**src/rtl/pio_timer_pkg.sv**
```systemverilog
// Shared constants and types of the PIO cycle timer.
// Assumes an 8-bit indexed register file and two drive banks.
package pio_timer_pkg;
    localparam int unsigned DATA_W  = 8;
    localparam int unsigned ADDR_W  = 3;
    localparam int unsigned NBANK   = 2;
    localparam int unsigned BANK_W  = $clog2(NBANK);
    localparam int unsigned ACT_W   = 4;
    localparam int unsigned REC_W   = 4;
    localparam int unsigned SET_W   = 2;
    localparam int unsigned ACT_LSB = 4;
    localparam int unsigned REC_LSB = 0;
    localparam int unsigned SET_LSB = 4;
    localparam int unsigned PF_BIT  = 6;
    localparam int unsigned BANK_LSB = 0;
    // longest phase is recovery: (2^REC_W - 1) + 2 clocks, counter holds len-1
    localparam int unsigned CNT_W   = $clog2((1 << REC_W) + 2);

    localparam logic [ADDR_W-1:0] IDX_RDTIM = 3'd0;
    localparam logic [ADDR_W-1:0] IDX_WRTIM = 3'd1;
    localparam logic [ADDR_W-1:0] IDX_CTL   = 3'd3;
    localparam logic [ADDR_W-1:0] IDX_STRAP = 3'd5;
    localparam logic [ADDR_W-1:0] IDX_MISC  = 3'd6;

    localparam logic [DATA_W-1:0] UNLOCK_KEY = 8'hC0;
    localparam logic [DATA_W-1:0] MISC_MASK  = 8'h77;

    typedef enum logic [1:0] {
        PH_IDLE   = 2'd0,
        PH_SETUP  = 2'd1,
        PH_ACTIVE = 2'd2,
        PH_RECOV  = 2'd3
    } phase_t;

    typedef struct packed {
        logic [SET_W-1:0] setup;
        logic [ACT_W-1:0] act;
        logic [REC_W-1:0] rec;
    } cyc_timing_t;
endpackage

```
**src/rtl/pio_reg_file.sv**
```systemverilog
// Indexed configuration registers: unlock control, per-bank read and
// write timing, shared misc register, strap readback.
// Assumes writes take effect on the clock edge where cfg_we is high.
module pio_reg_file
    import pio_timer_pkg::*;
(
    input  logic                            clk,
    input  logic                            rst_n,
    input  logic                            cfg_we,
    input  logic [ADDR_W-1:0]               cfg_addr,
    input  logic [DATA_W-1:0]               cfg_wdata,
    input  logic                            strap_clk25,
    output logic [DATA_W-1:0]               cfg_rdata,
    output logic                            unlocked,
    output logic [NBANK-1:0][DATA_W-1:0]    rd_tim,
    output logic [NBANK-1:0][DATA_W-1:0]    wr_tim,
    output logic [SET_W-1:0]                setup_f,
    output logic                            prefetch
);
    logic [DATA_W-1:0] misc_q;
    logic [BANK_W-1:0] bank_sel;
    logic              open_wr;

    assign bank_sel = misc_q[BANK_LSB +: BANK_W];
    assign open_wr  = cfg_we && unlocked;

    // Unlock latch: the key opens access, any other control value closes it.
    always_ff @(posedge clk) begin
        if (!rst_n)
            unlocked <= 1'b0;
        else if (cfg_we && cfg_addr == IDX_CTL)
            unlocked <= (cfg_wdata == UNLOCK_KEY);
    end

    // Misc register: keeps only the defined field bits.
    always_ff @(posedge clk) begin
        if (!rst_n)
            misc_q <= '0;
        else if (open_wr && cfg_addr == IDX_MISC)
            misc_q <= cfg_wdata & MISC_MASK;
    end

    for (genvar b = 0; b < NBANK; b++) begin : g_bank
        logic [DATA_W-1:0] rd_q;
        logic [DATA_W-1:0] wr_q;
        logic              hit;

        assign hit = open_wr && (bank_sel == BANK_W'(b));

        // Per-bank timing registers, written only when this bank is selected.
        always_ff @(posedge clk) begin
            if (!rst_n) begin
                rd_q <= '0;
                wr_q <= '0;
            end else if (hit) begin
                if (cfg_addr == IDX_RDTIM) rd_q <= cfg_wdata;
                if (cfg_addr == IDX_WRTIM) wr_q <= cfg_wdata;
            end
        end

        assign rd_tim[b] = rd_q;
        assign wr_tim[b] = wr_q;
    end

    // Read mux: control always visible, everything else gated by the lock.
    always_comb begin
        cfg_rdata = '0;
        if (cfg_addr == IDX_CTL) begin
            cfg_rdata = unlocked ? UNLOCK_KEY : '0;
        end else if (unlocked) begin
            case (cfg_addr)
                IDX_RDTIM: cfg_rdata = rd_tim[bank_sel];
                IDX_WRTIM: cfg_rdata = wr_tim[bank_sel];
                IDX_STRAP: cfg_rdata = {{(DATA_W-1){1'b0}}, strap_clk25};
                IDX_MISC:  cfg_rdata = misc_q;
                default:   cfg_rdata = '0;
            endcase
        end
    end

    assign setup_f  = misc_q[SET_LSB +: SET_W];
    assign prefetch = misc_q[PF_BIT];
endmodule

```
**src/rtl/pio_timing_sel.sv**
```systemverilog
// Picks the timing fields for a requested cycle: bank by drive,
// register by direction, setup from the shared misc field.
// Purely combinational; the sequencer latches the result.
module pio_timing_sel
    import pio_timer_pkg::*;
(
    input  logic [NBANK-1:0][DATA_W-1:0] rd_tim,
    input  logic [NBANK-1:0][DATA_W-1:0] wr_tim,
    input  logic [SET_W-1:0]             setup_f,
    input  logic [BANK_W-1:0]            drive,
    input  logic                         write,
    output cyc_timing_t                  tim
);
    logic [DATA_W-1:0] sel;

    // Choose direction register of the addressed bank and split its nibbles.
    always_comb begin
        sel       = write ? wr_tim[drive] : rd_tim[drive];
        tim.setup = setup_f;
        tim.act   = sel[ACT_LSB +: ACT_W];
        tim.rec   = sel[REC_LSB +: REC_W];
    end
endmodule

```
**src/rtl/pio_phase_seq.sv**
```systemverilog
// Three-phase cycle sequencer: setup, active strobe, recovery.
// Accepts a request only when idle and latches the timing at acceptance.
// Each phase counter is loaded with phase length minus one.
module pio_phase_seq
    import pio_timer_pkg::*;
(
    input  logic        clk,
    input  logic        rst_n,
    input  logic        req,
    input  logic        write,
    input  cyc_timing_t tim_in,
    output phase_t      phase,
    output logic        rd_strobe,
    output logic        wr_strobe,
    output logic        done
);
    cyc_timing_t      tim_q;
    logic             wr_q;
    logic [CNT_W-1:0] cnt;
    logic             last;

    assign last = (cnt == '0);

    // Phase state and down-counter.
    always_ff @(posedge clk) begin
        if (!rst_n) begin
            phase <= PH_IDLE;
            cnt   <= '0;
            tim_q <= '0;
            wr_q  <= 1'b0;
        end else begin
            case (phase)
                PH_IDLE: if (req) begin
                    phase <= PH_SETUP;
                    cnt   <= CNT_W'(tim_in.setup);
                    tim_q <= tim_in;
                    wr_q  <= write;
                end
                PH_SETUP: if (last) begin
                    phase <= PH_ACTIVE;
                    cnt   <= CNT_W'(tim_q.act);
                end else cnt <= cnt - 1'b1;
                PH_ACTIVE: if (last) begin
                    phase <= PH_RECOV;
                    cnt   <= CNT_W'(tim_q.rec) + CNT_W'(1);
                end else cnt <= cnt - 1'b1;
                PH_RECOV: if (last) phase <= PH_IDLE;
                          else      cnt   <= cnt - 1'b1;
                default: phase <= PH_IDLE;
            endcase
        end
    end

    // Strobes decoded from the phase register, done on the final recovery clock.
    always_comb begin
        rd_strobe = (phase == PH_ACTIVE) && !wr_q;
        wr_strobe = (phase == PH_ACTIVE) && wr_q;
        done      = (phase == PH_RECOV) && last;
    end
endmodule

```
**src/rtl/pio_cycle_timer.sv**
```systemverilog
// Top of the PIO cycle timer: register file, timing selection and
// phase sequencer for a two-drive channel.
// Assumes the host holds cyc_drive/cyc_write valid with cyc_req.
module pio_cycle_timer
    import pio_timer_pkg::*;
(
    input  logic              clk,
    input  logic              rst_n,
    input  logic              cfg_we,
    input  logic [ADDR_W-1:0] cfg_addr,
    input  logic [DATA_W-1:0] cfg_wdata,
    output logic [DATA_W-1:0] cfg_rdata,
    input  logic              strap_clk25,
    input  logic              cyc_req,
    input  logic              cyc_drive,
    input  logic              cyc_write,
    output logic              rd_strobe,
    output logic              wr_strobe,
    output logic              cyc_done,
    output logic              prefetch_en
);
    logic [NBANK-1:0][DATA_W-1:0] rd_tim;
    logic [NBANK-1:0][DATA_W-1:0] wr_tim;
    logic [SET_W-1:0]             setup_f;
    logic                         cfg_unlocked;
    cyc_timing_t                  req_tim;
    phase_t                       seq_phase;

    pio_reg_file u_regs (
        .clk         (clk),
        .rst_n       (rst_n),
        .cfg_we      (cfg_we),
        .cfg_addr    (cfg_addr),
        .cfg_wdata   (cfg_wdata),
        .strap_clk25 (strap_clk25),
        .cfg_rdata   (cfg_rdata),
        .unlocked    (cfg_unlocked),
        .rd_tim      (rd_tim),
        .wr_tim      (wr_tim),
        .setup_f     (setup_f),
        .prefetch    (prefetch_en)
    );

    pio_timing_sel u_sel (
        .rd_tim  (rd_tim),
        .wr_tim  (wr_tim),
        .setup_f (setup_f),
        .drive   (BANK_W'(cyc_drive)),
        .write   (cyc_write),
        .tim     (req_tim)
    );

    pio_phase_seq u_seq (
        .clk       (clk),
        .rst_n     (rst_n),
        .req       (cyc_req),
        .write     (cyc_write),
        .tim_in    (req_tim),
        .phase     (seq_phase),
        .rd_strobe (rd_strobe),
        .wr_strobe (wr_strobe),
        .done      (cyc_done)
    );
endmodule

```
**config.mk**
```make
export PLATFORM = sky130hd
export DESIGN_NAME = pio_cycle_timer
export DESIGN_NICKNAME = d
export VERILOG_FILES = /design/src/rtl/pio_timer_pkg.sv /design/src/rtl/pio_reg_file.sv /design/src/rtl/pio_timing_sel.sv /design/src/rtl/pio_phase_seq.sv /design/src/rtl/pio_cycle_timer.sv
export SDC_FILE = /design/constraint.sdc
export NUM_CORES = 1
export LEC_CHECK = 0
export ABC_AREA = 1
export ABC_CLOCK_PERIOD_IN_PS = 1400
export BUFFER_PORTS_ARGS = -buffer_cell sky130_fd_sc_hd__clkbuf_2
export CAP_MARGIN = 20
export CELL_PAD_IN_SITES_DETAIL_PLACEMENT = 0
export CELL_PAD_IN_SITES_GLOBAL_PLACEMENT = 1
export CORE_ASPECT_RATIO = 1.2
export CORE_MARGIN = 3
export CORE_UTILIZATION = 39
export CTS_BUF_LIST = sky130_fd_sc_hd__clkbuf_4
export DETAILED_ROUTE_END_ITERATION = 12
export PLACE_DENSITY = 0.74
export SLEW_MARGIN = 20
export SYNTH_ARGS = -nofsm -noshare
export SYNTH_HDL_FRONTEND = slang
export SYNTH_SLANG_ARGS = --single-unit
```
**constraint.sdc**
```tcl
create_clock -name clk -period 1.4 [get_ports clk]
set_clock_uncertainty 0.05 [all_clocks]
set_input_delay 0.07 -clock clk [delete_from_list [all_inputs] [get_ports clk]]
set_output_delay 0.07 -clock clk [all_outputs]
set_load 0.005 [all_outputs]
```
==> results of run 1 <==
[synth_stat cells, drive strengths merged]
cell,n,area share
nand2,86,0.11
o21ai,84,0.14
inv,73,0.090
a21oi,59,0.099
dfxtp,55,0.36
nor2,33,0.041
nand3,18,0.030
clkbuf,11,0.014
buf,10,0.029
o211ai,8,0.020
ha,7,0.029
nand4,4,0.0082
nor3,2,0.0070
a22o,1,0.0029
a41oi,1,0.0029
clkinv,1,0.0016
nand3b,1,0.0025
nor4,1,0.0021
o21a,1,0.0025
o22ai,1,0.0021
xor2,1,0.0029
[layout make-up]
cell class | instances | area share
tap | 90 | 0.0283
sequential | 55 | 0.280
multi-input combinational | 308 | 0.445
inverter | 74 | 0.0747
timing repair buffer | 80 | 0.159
clock buffer | 5 | 0.00942
clock inverter | 3 | 0.00377
[flip-flops by register name, indices dropped and copies added (netlist names)]
register and count:
u_regs.g_bank.rd_q 16, u_regs.g_bank.wr_q 16, u_regs.misc_q 6, u_regs.unlocked 1, u_seq.cnt 5, u_seq.phase 2, u_seq.tim_q 8, u_seq.wr_q 1
[what timing repair did]
| action | CTS | global route |
|---|---|---|
| pin swaps | 10 | 21 |
| setup endpoints to repair | 20 | 29 |
| hold buffers | 10 | 0 |
| setup buffers | 1 | 3 |
| gates cloned | 1 | 0 |
| hold endpoints to repair | 29 | 0 |
| gates resized for setup | 63 | 53 |
[worst max-delay path, cell delays in order (launching register included)]
cell and delay [ps]:
dfxtp_4 400, buf_8 150, nand2_1 60, o21ai_1 60, a22o_1 230, nand2_1 80
nand2_1 50, buf_2 120
[logic make-up after synthesis]
group / synth area share
AO/OA/AOI/OAI: 0.271
XOR/XNOR: 0.00287
adder cells (fa/ha/maj): 0.0287
buffers and inverters: 0.134
flip-flops: 0.361
AND/OR/NAND/NOR: 0.202
[per-stage QoR]
step	cell area, um2	setup slack, ps	TNS [ps]	hold slack [ps]
after CTS	3820	-250	-1960	4.49
after global routing	3990	-349	-3730	34.0
after detailed placement	3500	-119	-576	351
after floorplan	3070	0.168	0	155
final	3990	-245	-1860	6.73
after global placement	3500	-63.3	-194	342
[metal layers]
metal	vias up	wire length (um)	GRT usage
li1	1622	-	-
met1	1412	3870	0.254
met4	0	148	0.0540
met3	12	278	0.0256
met5	-	0	0
met2	51	4460	0.373
[worst max-delay path by stage]
stage	to	slack (ps)	depth (start not counted)
after floorplan	u_seq.phase[1]	0.2	9
after detailed placement	u_seq.cnt[0]	-120	9
final	cfg_rdata[7]	-240	7
after global placement	u_seq.cnt[0]	-60	9
after CTS	cfg_rdata[7]	-250	8
after global routing	cfg_rdata[5]	-350	9
[where the power goes]
group          total [mW]  switching [mW]  internal [mW]
clock               0.707           0.521          0.186
combinational        2.50            1.34           1.16
sequential           1.83           0.118           1.71
==> run summary, run 1 <==
====================================================================================
Via count of the first global-routing pass                                      3014
Required time at the endpoint of the critical path                           1280 ps
TritonCTS clock tree                                                             yes
Floorplan die area                                                          8920 um2
Vias post-DR                                                                    3097
Ant. Diodes                                                                        0
Clk Tree Root Cell                                                          clkbuf_4
Final Net Count                                                                  549
Fraction of the cycle the final worst path needs                                1.17
Post-detailed-route DRC marker count                                               0
Area of the core region                                                     7400 um2
Number of cells traversed by the worst register-to-register path                  11
Type of origin of the critical path                                        flip-flop
Cell area after technology mapping                                          3050 um2
Endpoint arrival time on the critical path                                   1520 ps
Maximum fanout along the worst path                                               12
RSZ-0062 raised after global routing                                             yes
Number of buffers between clock root and the deepest sink                          2
Register-to-register setup slack                                              -30 ps
Multi-input gate area in the final layout                                   1770 um2
Share of layout cells above drive strength 1                                   0.276
Worst Hold End                                                          u_regs.unlocked
Pre-antenna DRT Iters                                                              4
Total of fill cells in the finished design                                       756
Average wire length per cell after detail routing                            14.2 um
Most frequent cells in the layout                                       nand2_1 (71), o21ai_0 (58), inv_1 (57), a21oi_1 (52), dfxtp_1 (50)
Violations in the final reports                                         setup timing
Capturing point of the worst reg2reg path                               u_seq.cnt[2]
First-pass GRT wire length                                                   14.5 mm
TritonCTS buffer count                                                             5
Final hold violations                                                              0
Overall routed net length                                                    8.75 mm
Total power draw                                                             5.03 mW
Post-layout minimum cycle time                                               1640 ps
Port Buffer Count                                                                 29
Largest vdd supply drop                                                    0.00107 V
Proportion of synthesized chip area in sequential cells                        0.361
Nets in the synthesized netlist                                                  483
Slew Limit Fails                                                                   0
Number of placed I/O pins                                                         30
Violation count after the first detailed-route iteration                         113
Timing-limited maximum frequency                                             608 MHz
Slew at the pin with the worst max-slew slack                                 593 ps
Area growth syn-to-layout                                                      30.7%
Number of rows created at floorplan                                               34
Weighted congestion at the end of routability-driven global placement          0.847
HP Start                                                                 cfg_addr[0]
Setup slack after layout                                                     -245 ps
Mapped Avg Cell Area                                                        6.66 um2
Antenna Nets Post-Route                                                            0
Path class of the lowest-slack min-delay path                           input port to flip-flop
Post-synthesis sequential element count                                           55
Average vias per placed instance                                                5.04
Final setup violation count                                                       12
H-tree level count                                                                 2
Instance count after placement with tap cells included                           593
Fin cells                                                                        615
Combined global-route utilization of all metal layers                          0.205
Worst Hold Path Cells                                                              3
R2R Path Start                                                          u_seq.cnt[0]
Most common library cell in the layout ignoring fill and taps                nand2_1
Pleak                                                                        1.73 nW
Run status                                                              finished, violations left
Initial core utilization                                                       0.412
Maximum number of pins on one net before global-route repair                      30
Register cell area after layout                                             1110 um2
Utilization after layout                                                       0.538
Critical path launch point                                              u_regs.misc_q[0]
Die Wd                                                                       86.7 um
Clock transition at the registers of the reported paths                       160 ps
Setup CP Type                                                           flip-flop to output port
Synth warn                                                                         0
Half-perimeter wire length of the detailed placement result                  6.53 mm
Initial antenna violation count                                                    0
Total of max-cap violations                                                        0
Synthesized instance count                                                       458
Die Y-Extent                                                                  103 um
Count of cell types in the netlist                                                31
Remaining max-slew budget at the tightest pin                                  0.604
Worst skew pair latency                                                       380 ps
Sink count of the clock tree                                                      55
Power per cell area                                                      1260 nW/um2
Residual overflow from global routing                                              0
Kind of capture point of the worst setup path                            output port
====================================================================================
Note: power is estimated with default switching activity, not from simulation.
==> inputs of run 2 (changes only) <==
Settings changed: CORE_ASPECT_RATIO 1.2 to 0.9.
==> run summary, run 2 (synthesis gave the netlist of run 1 again) <==
====================================================================================
Half-perimeter wire length of the detailed placement result                  6.46 mm   -1.0%
Weighted congestion at the end of routability-driven global placement          0.892   +5.3%
Via count of the first global-routing pass                                      2993   -0.70%
Number of cells traversed by the worst register-to-register path                  10   -1
Path class of the lowest-slack min-delay path                           input port to flip-flop
Vias post-DR                                                                    3202   +3.4%
Sink count of the clock tree                                                      55   unchanged
Share of layout cells above drive strength 1                                   0.295   +0.0185
Power per cell area                                                      1260 nW/um2   -0.17%
Pre-antenna DRT Iters                                                              5   +1
Remaining max-slew budget at the tightest pin                                  0.603   -0.00146
Maximum fanout along the worst path                                                8   -4
Total of fill cells in the finished design                                       715   -5.4%
Worst Hold End                                                          u_regs.g_bank[0].wr_q[3]
Largest vdd supply drop                                                   0.000727 V   -32%
Clock transition at the registers of the reported paths                       160 ps   about the same
H-tree level count                                                                 2   unchanged
First-pass GRT wire length                                                   15.0 mm   +3.2%
Violation count after the first detailed-route iteration                         113   unchanged
Number of placed I/O pins                                                         30   unchanged
Hold_ws                                                                      31.3 ps   +24.5 ps
Ant. Diodes                                                                        0   unchanged
Floorplan die area                                                          8920 um2   about the same
Combined global-route utilization of all metal layers                          0.206   +0.00134
Final setup violation count                                                       17   +5
Pleak                                                                        1.76 nW   +1.7%
Kind of capture point of the worst setup path                            output port
Setup CP Type                                                           flip-flop to output port
Capturing point of the worst reg2reg path                               u_seq.phase[1]
Worst Hold Path Cells                                                              3   unchanged
Final Net Count                                                                  551   +0.36%
TritonCTS clock tree                                                             yes
Violations in the final reports                                         setup timing
Average wire length per cell after detail routing                            15.4 um   +7.9%
Post-layout minimum cycle time                                               1630 ps   -15.8 ps
R2R Path Start                                                          u_seq.phase[1]
Required time at the endpoint of the critical path                           1280 ps   about the same
Slew at the pin with the worst max-slew slack                                 595 ps   +2.19 ps
Worst skew pair latency                                                       380 ps   about the same
Initial core utilization                                                       0.416   +0.00408
Total of max-cap violations                                                        0   unchanged
TritonCTS buffer count                                                             5   unchanged
Timing-limited maximum frequency                                             614 MHz   +0.97%
Register cell area after layout                                             1110 um2   unchanged
Initial antenna violation count                                                    0   unchanged
Register-to-register setup slack                                              -90 ps   -60 ps
Die Wd                                                                       99.2 um   +14%
Die Y-Extent                                                                 89.9 um   -13%
Number of buffers between clock root and the deepest sink                          2   unchanged
Most frequent cells in the layout                                       nand2_1 (76), inv_1 (57), a21oi_1 (50), dfxtp_1 (50), o21ai_0 (47)
Number of rows created at floorplan                                               29   -15%
Slew Limit Fails                                                                   0   unchanged
Run status                                                              finished, violations left
Setup slack after layout                                                     -229 ps   +15.8 ps
Average vias per placed instance                                                5.17   +2.7%
Total power draw                                                             5.15 mW   +2.3%
Area of the core region                                                     7330 um2   -0.98%
Most common library cell in the layout ignoring fill and taps                nand2_1
Biggest registers after layout                                          u_regs.g_bank.rd_q (16), u_regs.g_bank.wr_q (16), u_seq.tim_q (8)
RSZ-0062 raised after global routing                                             yes
Maximum number of pins on one net before global-route repair                      28   -6.7%
Antenna Nets Post-Route                                                            0   unchanged
Post-detailed-route DRC marker count                                               0   unchanged
Port Buffer Count                                                                 29   unchanged
Clk Tree Root Cell                                                          clkbuf_4
Area growth syn-to-layout                                                      34.0%
Endpoint arrival time on the critical path                                   1510 ps   about the same
Overall routed net length                                                    9.50 mm   +8.6%
Fraction of the cycle the final worst path needs                                1.16   -0.0113
Residual overflow from global routing                                              0   unchanged
Critical path launch point                                              u_regs.misc_q[0]
Type of origin of the critical path                                        flip-flop
Final hold violations                                                              0   unchanged
HP Start                                                                cfg_wdata[3]
Multi-input gate area in the final layout                                   1800 um2   +1.8%
====================================================================================
[run 2: worst max-delay path: stages (launching register included)]
cell       delay, ps
dfxtp_4          410
inv_4             60
clkbuf_16        160
o21ai_2          110
nand2_1           60
o211ai_1         100
nand2_1           80
inv_1             50
buf_2            100
[run 2: report_power, final]
part	internal (mW)	switching (mW)
Combinational	1.20	1.45
Clock	0.180	0.502
Sequential	1.71	0.111
[run 2: worst max path at each step]
stage | cells after the start | endpoint
3_5_place_dp | 9 | u_seq.cnt[0]
4_1_cts | 7 | cfg_rdata[7]
3_3_place_gp | 9 | u_seq.cnt[0]
5_1_grt | 8 | cfg_rdata[5]
6_report | 8 | cfg_rdata[5]
2_1_floorplan | 9 | u_seq.phase[1]
[run 2: repair_timing]
item / 4_1_cts / 5_1_grt
hold buffers: 10 / 0
endpoints found under the setup margin: 23 / 37
setup buffers: 7 / 2
pin swaps: 8 / 28
gates resized for setup: 62 / 82
endpoints found under the hold margin: 29 / 0
cloned: 0 / 2
[run 2: metrics by stage]
step / TNS (ps) / setup WS, ps / util / cells / instance area (um2)
after CTS: -1950 / -249 / 0.526 / 616 / 3860
final: -2070 / -229 / 0.557 / 619 / 4090
after floorplan: 0 / 0.168 / - / 458 / 3070
after detailed placement: -690 / -128 / 0.477 / 593 / 3500
after global routing: -4130 / -343 / 0.557 / 619 / 4090
after global placement: -313 / -88.0 / 0.477 / 593 / 3500
[run 2: area by class of cell]
cell class | count | share of cell area
sequential | 55 | 0.273
clock inverter | 2 | 0.00214
timing repair buffer | 82 | 0.170
clock buffer | 5 | 0.00919
multi-input combinational | 308 | 0.442
tap | 93 | 0.0285
inverter | 74 | 0.0760
[run 2: routing by layer]
metal  wire (um)  part of all wire  vias up  global-route usage
met5           0                 0        -                   0
met4          60            0.0063        0              0.0501
met3         391             0.041        6              0.0418
met2        4310              0.45       68               0.307
met1        4740              0.50     1496               0.304
li1            -                 -     1632                   -
==> inputs of run 3 (changes only) <==
Settings changed: CORE_UTILIZATION 39 to 35, PLACE_DENSITY 0.74 to 0.68.
==> run summary, run 3 (synthesis gave the netlist of run 1 again) <==
====================================================================================
RSZ-0062 raised after global routing                                             yes
Maximum number of pins on one net before global-route repair                      26   -7.1%
H-tree level count                                                                 2   unchanged
Half-perimeter wire length of the detailed placement result                  6.78 mm   +5.0%
Final setup violation count                                                       15   -2
Combined global-route utilization of all metal layers                          0.192   -0.0138
Slew at the pin with the worst max-slew slack                                 551 ps   -43.7 ps
Average wire length per cell after detail routing                            14.5 um   -5.5%
TritonCTS clock tree                                                             yes
Clk Tree Root Cell                                                          clkbuf_4
Slew Limit Fails                                                                   0   unchanged
Area growth syn-to-layout                                                      32.3%
Violation count after the first detailed-route iteration                         147   +30%
Most common library cell in the layout ignoring fill and taps                nand2_1
Ant. Diodes                                                                        0   unchanged
Endpoint arrival time on the critical path                                   1550 ps   +40 ps
Vias post-DR                                                                    3114   -2.7%
Hold_ws                                                                      17.9 ps   -13.3 ps
Share of layout cells above drive strength 1                                   0.297   +0.00226
Final hold violations                                                              0   unchanged
Pleak                                                                        1.75 nW   -0.61%
Pre-antenna DRT Iters                                                              4   -1
Initial core utilization                                                       0.369   -0.0469
Type of origin of the critical path                                        flip-flop
Power per cell area                                                      1220 nW/um2   -3.2%
Number of buffers between clock root and the deepest sink                          2   unchanged
Largest vdd supply drop                                                   0.000427 V   -41%
Violations in the final reports                                         setup timing
Path class of the lowest-slack min-delay path                           input port to flip-flop
Run status                                                              finished, violations left
Maximum fanout along the worst path                                               17   +9
Sink count of the clock tree                                                      55   unchanged
Remaining max-slew budget at the tightest pin                                  0.632   +0.0292
Total of max-cap violations                                                        0   unchanged
Residual overflow from global routing                                              0   unchanged
Number of rows created at floorplan                                               31   +6.9%
Timing-limited maximum frequency                                             597 MHz   -2.8%
Initial antenna violation count                                                    0   unchanged
Die Wd                                                                        104 um   +5.2%
Utilization after layout                                                       0.488   -0.0689
Number of placed I/O pins                                                         30   unchanged
Worst skew pair latency                                                       360 ps   -20 ps
Most frequent cells in the layout                                       nand2_1 (73), o21ai_0 (59), inv_1 (57), a21oi_1 (50), dfxtp_1 (50)
Die Y-Extent                                                                 94.5 um   +5.2%
Final Net Count                                                                  548   -0.54%
Post-layout minimum cycle time                                               1670 ps   +46.1 ps
Required time at the endpoint of the critical path                           1280 ps   about the same
Biggest registers after layout                                          u_regs.g_bank.rd_q (16), u_regs.g_bank.wr_q (16), u_seq.tim_q (8)
First-pass GRT wire length                                                   15.2 mm   +1.9%
Area of the core region                                                     8260 um2   +13%
Total power draw                                                             4.93 mW   -4.3%
Instance count after placement with tap cells included                           617   +4.0%
Fraction of the cycle the final worst path needs                                1.20   +0.0329
Fin cells                                                                        637   +2.9%
Overall routed net length                                                    9.24 mm   -2.8%
Floorplan die area                                                          9870 um2   +11%
Setup CP Type                                                           flip-flop to output port
Setup Slack @ Placement                                                      -122 ps   +5.61 ps
Kind of capture point of the worst setup path                            output port
Weighted congestion at the end of routability-driven global placement          0.831   -6.9%
Antenna Nets Post-Route                                                            0   unchanged
Setup slack after layout                                                     -275 ps   -46.1 ps
Port Buffer Count                                                                 29   unchanged
Post-detailed-route DRC marker count                                               0   unchanged
Clock transition at the registers of the reported paths                       150 ps   about the same
Average vias per placed instance                                                4.89   -5.5%
Via count of the first global-routing pass                                      2988   -0.17%
TritonCTS buffer count                                                             5   unchanged
====================================================================================
## run 3: changes by cell type in the layout (fill, tap and decap cells not counted), sizes merged
cell         previous run  this run
clkbuf                 32        31
clkinvlp                0         1
dlygate4sd3            10         8
clkinv                  3         1
buf                    45        46
inv                    73        72
## run 3: area by class of cell
class / count / area, um2
tap: 115 / 144
fill: 843 / 4230
timing repair buffer: 79 / 647
multi-input combinational: 308 / 1790
inverter: 74 / 298
sequential: 55 / 1110
clock buffer: 6 / 45.0
## run 3: power breakdown
| part | leakage, nW | switching (mW) | internal [mW] |
|---|---|---|---|
| logic | 1.27 | 1.32 | 1.09 |
| clock network | 0.0276 | 0.482 | 0.200 |
| registers | 0.448 | 0.127 | 1.71 |
## run 3: worst max-delay path: stages (launching register included)
cell and delay (ps):
dfxtp_4 400, buf_12 150, buf_4 140, o21ai_2 120, nand2_1 80, a41oi_2 160
buf_2 140
## run 3: worst paths after layout
kind                            startpoint                  endpoint  slack (ps)  cells past startpoint
setup / recovery          u_regs.misc_q[0]              cfg_rdata[0]        -270                      6
hold / removal                cfg_wdata[3]  u_regs.g_bank[0].wr_q[3]          20                      3
setup reg to reg            u_seq.phase[1]            u_seq.phase[1]         -30                     10
hold reg to reg   u_regs.g_bank[0].rd_q[2]  u_regs.g_bank[0].rd_q[2]         430                      2
## run 3: through the flow
stage	setup TNS, ps	area [um2]
3_3_place_gp	-401	3560
3_5_place_dp	-709	3560
4_1_cts	-1950	3790
2_1_floorplan	0	3070
6_report	-1800	4040
5_1_grt	-3520	4040
## run 3: routing by layer
metal / track usage / part of all wire / vias to the layer above
met5: 0 / 0 / -
met4: 0.0443 / 0.013 / 0
met3: 0.0321 / 0.049 / 11
met2: 0.305 / 0.43 / 54
met1: 0.274 / 0.51 / 1421
li1: - / - / 1628
## run 3: timing repair
action	in CTS	in global routing
gates cloned	0	1
endpoints found under the setup margin	22	24
setup buffers	1	4
pin swaps	8	23
endpoints found under the hold margin	20	0
hold buffers	8	0
resized for setup	40	75
